`src/rtl/tlb_rand_index.sv`:
```
module tlb_rand_index #(
  parameter int unsigned            IDX_W  = 6,
  parameter int unsigned            LFSR_W = 32,
  parameter logic [LFSR_W-1:0]      SEED   = 32'h0000_0001,
  parameter logic [LFSR_W-1:0]      TAPS   = 32'hD000_0001
) (
  input  logic             clk,
  input  logic             rst_n,
  input  logic             req,
  input  logic [IDX_W:0]   entry_count,
  input  logic [IDX_W-1:0] wired_count,
  output logic [IDX_W-1:0] idx,
  output logic             idx_valid
);
  localparam int unsigned CNT_W = IDX_W + 1;
  localparam int unsigned BIT_W = $clog2(LFSR_W + 1);

  typedef enum logic [1:0] {S_IDLE, S_STEP, S_DIV, S_CHECK} state_t;

  state_t             state;
  logic [LFSR_W-1:0]  lfsr, dvd;
  logic [CNT_W-1:0]   span, rem;
  logic [IDX_W-1:0]   base, prev;
  logic [BIT_W-1:0]   bits;

  wire [LFSR_W-1:0] lfsr_nxt = (lfsr >> 1) ^ (lfsr[0] ? TAPS : '0);
  wire              cfg_ok   = entry_count > CNT_W'(wired_count);
  wire [CNT_W-1:0]  span_in  = cfg_ok ? entry_count - CNT_W'(wired_count) : CNT_W'(1);
  wire [CNT_W-1:0]  rem_sh   = {rem[IDX_W-1:0], dvd[LFSR_W-1]};
  wire              rem_ge   = rem_sh >= span;
  wire [CNT_W-1:0]  cand     = rem + CNT_W'(base);
  wire              accept   = (cand != CNT_W'(prev)) || (span == CNT_W'(1));

  always_ff @(posedge clk or negedge rst_n) begin
    if (!rst_n) begin
      state     <= S_IDLE;
      lfsr      <= SEED;
      dvd       <= '0;
      span      <= CNT_W'(1);
      base      <= '0;
      rem       <= '0;
      bits      <= '0;
      prev      <= '0;
      idx       <= '0;
      idx_valid <= 1'b0;
    end else begin
      idx_valid <= 1'b0;
      case (state)
        S_IDLE: if (req) begin
          span  <= span_in;
          base  <= wired_count;
          state <= S_STEP;
        end
        S_STEP: begin
          lfsr  <= lfsr_nxt;
          dvd   <= lfsr_nxt;
          rem   <= '0;
          bits  <= '0;
          state <= S_DIV;
        end
        S_DIV: begin
          dvd  <= dvd << 1;
          rem  <= rem_ge ? rem_sh - span : rem_sh;
          bits <= bits + 1'b1;
          if (bits == BIT_W'(LFSR_W - 1)) state <= S_CHECK;
        end
        default: begin
          if (accept) begin
            idx       <= cand[IDX_W-1:0];
            prev      <= cand[IDX_W-1:0];
            idx_valid <= 1'b1;
            state     <= S_IDLE;
          end else begin
            state <= S_STEP;
          end
        end
      endcase
    end
  end

  assert_lfsr_live_R2: assert property (@(posedge clk) disable iff (!rst_n)
    lfsr != '0);

  assert_in_range_R3: assert property (@(posedge clk) disable iff (!rst_n)
    idx_valid |-> (CNT_W'(idx) >= CNT_W'(base)) && (CNT_W'(idx) < CNT_W'(base) + span));

  assert_rem_bound_R4: assert property (@(posedge clk) disable iff (!rst_n)
    (state == S_DIV || state == S_CHECK) |-> rem < span);

  assert_no_repeat_R5: assert property (@(posedge clk) disable iff (!rst_n)
    (idx_valid && span != CNT_W'(1)) |-> idx != $past(prev));

  assert_single_slot_R6: assert property (@(posedge clk) disable iff (!rst_n)
    (idx_valid && span == CNT_W'(1)) |-> idx == base);

  assert_pulse_R7: assert property (@(posedge clk) disable iff (!rst_n)
    idx_valid |=> !idx_valid);

  assert_cfg_hold_R8: assert property (@(posedge clk) disable iff (!rst_n)
    (state != S_IDLE) |=> $stable(span) && $stable(base));
endmodule

```
`config.mk`:
```
export PLATFORM = sky130hd
export DESIGN_NAME = tlb_rand_index
export DESIGN_NICKNAME = d
export VERILOG_FILES = /design/src/rtl/tlb_rand_index.sv
export SDC_FILE = /design/constraint.sdc
export NUM_CORES = 1
export LEC_CHECK = 0
export ABC_AREA = 1
export BUFFER_PORTS_ARGS = -buffer_cell sky130_fd_sc_hd__clkbuf_2
export CORE_MARGIN = 5
export CORE_UTILIZATION = 30
export CTS_CLUSTER_DIAMETER = 50
export DETAILED_ROUTE_END_ITERATION = 16
export PLACE_DENSITY = 0.46
export SYNTH_ARGS = -nofsm -noshare
export SYNTH_HDL_FRONTEND = slang
export SYNTH_SLANG_ARGS = --single-unit
```
`constraint.sdc`:
```
create_clock -name clk -period 4.8 [get_ports clk]
set_input_delay 0.96 -clock clk [delete_from_list [all_inputs] [get_ports clk]]
set_output_delay 0.96 -clock clk [all_outputs]
set_load 0.01 [all_outputs]
```
==> results_dict.tcl <==
set metrics [dict create \
    outcome "completed" \
    regArea_um2 2480 \
    root_buffer "clkbuf_16" \
    cts.reportedPaths.clkPinSlew_ns 0.07 \
    die_area_um2 19830 \
    synth_edf_count 0 \
    worstHoldPathType "reg2reg" \
    start_kind "flip-flop" \
    fin_tns_setup_ns 0 \
    postCtsSetupBuffers 0 \
    drv_slew 0 \
    ctsResizeCount 0 \
    path_class "reg2reg" \
    post-dp-hpwl_um 7469 \
    yosys.area_share.xor_xnor_pct 1.876 \
    synthMuxAreaShare_pct 0 \
    firstDrtPassIters 4 \
    min_period_ns 2.536 \
    antenna_found_initial 0 \
    vias_per_cell 4.635 \
    tritoncts "built" \
    routedWlPerCell_um 12.53 \
    syn_nets 658 \
    yosysSeqAreaShare_pct 48.29 \
    avgSynthCellArea_um2 8.349 \
    drc_errors 0 \
    numCtsBuffers 9 \
    tightest_slew_ns 1.011 \
    cpMostUsedCell "inv_2" \
    multi_input_area_um2 2241 \
    slew_headroom_pct 32.54 \
    drive_above_1_share_pct 10.09 \
    postSynth.asyncResetShare_pct 100.0 \
    vdd_drop_max_mv 0.2183 \
    syn_to_final_growth_pct 12.35 \
    die_h_um 140.8 \
    worst-path-max-fanout 35 \
    fin_crit_sh_pct 52.82 \
    path_delay_family "buffers and inverters" \
    slowest_delay_ns 0.51 \
    crit_path_start "state[0]" \
    io_buffers 22 \
    cp.buffers_inverters 3 \
    crit_chain "inv_1, ha_1, inv_2, nor2_1, inv_2, o221ai_1" \
    fp-row-count 47 \
    syn_inst 615 \
    crit_path_end_kind "flip-flop" \
    finalHoldViolCount 0 \
    endpoint "dvd[30]" \
    h-tree-depth 3 \
    place.gp.congestion 0.8836 \
    rsz0062_at_grt "false" \
    synth_top_family_by_area "simple AND/OR/NAND/NOR gates" \
    grt.total_usage_pct 11.61 \
    cts_buffer_depth 2 \
    grt_max_degree 56 \
    cts_hold_buf 0 \
    die_w_um 140.8 \
    core_area_um2 16700 \
    power.leakage_nw 2.715 \
    clkLatencyLatePin_ns 0.35 \
    rr_startpoint "state[0]" \
    finalSetupViolations 0 \
    crit_slowest_cell "inv_2" \
    nets 672 \
    syn_area_um2 5135 \
    ys_types 40 \
    reg2reg_slack_ns 2.26 \
    synth_area_leader_cell "dfrtp_1" \
    antennaDiodeCount 0 \
    io_pins 23 \
    first_iter_violations 226 \
    wirelength_um 10700 \
    max_cap_violations 0 \
    synth_adder_area_share_pct 7.018 \
    r2r_cells 6 \
    synth_most_common_cell "nand2_1" \
    synth_seq_cells 99 \
    start_util_pct 30.75 \
    clock_skew_ns 0.007459 \
    dp_cells 838 \
    power.density_nw_per_um2 523.1 \
    synth_top_area_share_pct 47.27 \
    fmax_mhz 394.4 \
    ys_top_cells_by_count "181 x nand2_1, 97 x dfrtp_1, 78 x inv_1" \
    grt-ovfl-total 0 \
    instances_no_fill 854 \
    clock-sinks 99 \
    grt_pass1_vias 3991 \
    fillCellCount 1752 \
    ant_nets 0 \
    path_depth 6 \
    regToRegEndpoint "dvd[30]" \
    required_ns 5.00 \
    synth_ff_type "dfrtp_1" \
    synthTopCellsByArea "dfrtp_1 47%, nand2_1 13%, ha_1 5.8%" \
    yosys_warnings 0 \
    yosys.area_share.simple_pct 21.39 \
    vias 3958 \
    synth-compound-area-share_pct 13.35 \
    grt_first_pass_wirelength_um 19000 \
    worstPathArrival_ns 2.73 \
]
## cell usage in the layout, fill, tap and decap left out, types with 9 or more instances in the layout
cell type	synthesis	layout
nor2_1	21	21
ha_1	24	24
inv_1	78	78
clkbuf_2	0	21
o21ai_0	41	41
o211ai_1	27	27
dfrtp_1	97	97
nand3_1	24	24
o21ai_1	10	10
nand2_1	181	181
a21oi_1	16	16
clkbuf_16	0	9
## area by class of cell
type,count,area share (%)
clock inverters,6,1.388
flip-flops and latches,99,42.98
repair buffers,24,2.212
clock buffers,10,4.142
well taps,220,4.771
multi-input cells,408,38.84
inverters,87,5.660
## worst reg2reg max path, delay by kind of cell, from the launching register on
family	cells	cell delay, ns
flip-flops	1	0.40
adder cells (fa/ha/maj)	1	0.47
AND/OR/NAND/NOR	1	0.22
AO/OA/AOI/OAI	1	0.22
buffers and inverters	3	1.08
## routing by layer
layer	global-route usage, %	part of all wire [%]
met1	15.49	49
met4	3.621	1.5
met2	18.65	46
met5	0	0
met3	2.845	3.3
## where the power goes
group | switching [W] | internal [W]
Combinational | 0.000858 | 0.000359
Clock | 0.000339 | 0.000430
Sequential | 0.0000894 | 0.000942
Total | 0.00129 | 0.00173
## cell families after synthesis
| kind of cell | count (synthesis) |
|---|---|
| AOI/OAI and AO/OA | 114 |
| xor gates and xnor gates | 11 |
| adders and majority gates | 27 |
| buffers and inverters | 108 |
| DFF | 99 |
| and+or+nand+nor | 256 |
## metrics by stage
stage,util (%),power (W),hold WS [ns],instance area (µm²),worst slack (ns)
after floorplan,-,0.001988,0.4498,5135,2.591
after global placement,32.63,0.002259,0.4619,5450,2.288
after detailed placement,32.63,0.002286,0.4652,5450,2.204
after CTS,34.54,0.003086,0.4813,5769,2.210
after global routing,34.54,0.003287,0.5159,5769,1.997
final,34.54,0.003018,0.4825,5769,2.264
## registers in the layout, indices dropped and copies added, names as in the netlist
name / count
dvd: 32
lfsr: 32
rem: 7
span: 7
base: 6
bits: 6
prev: 6
state: 2
idx_valid: 1
## how the worst min path moves through the flow
stage | end | startpoint | cells past startpoint
3_5_place_dp | lfsr[3] | lfsr[4] | 2
4_1_cts | lfsr[4] | lfsr[5] | 2
2_1_floorplan | lfsr[10] | lfsr[11] | 2
3_3_place_gp | lfsr[3] | lfsr[4] | 2
5_1_grt | lfsr[6] | lfsr[7] | 2
6_report | lfsr[4] | lfsr[5] | 2
No activity file was read; power rests on OpenSTA's default activity.
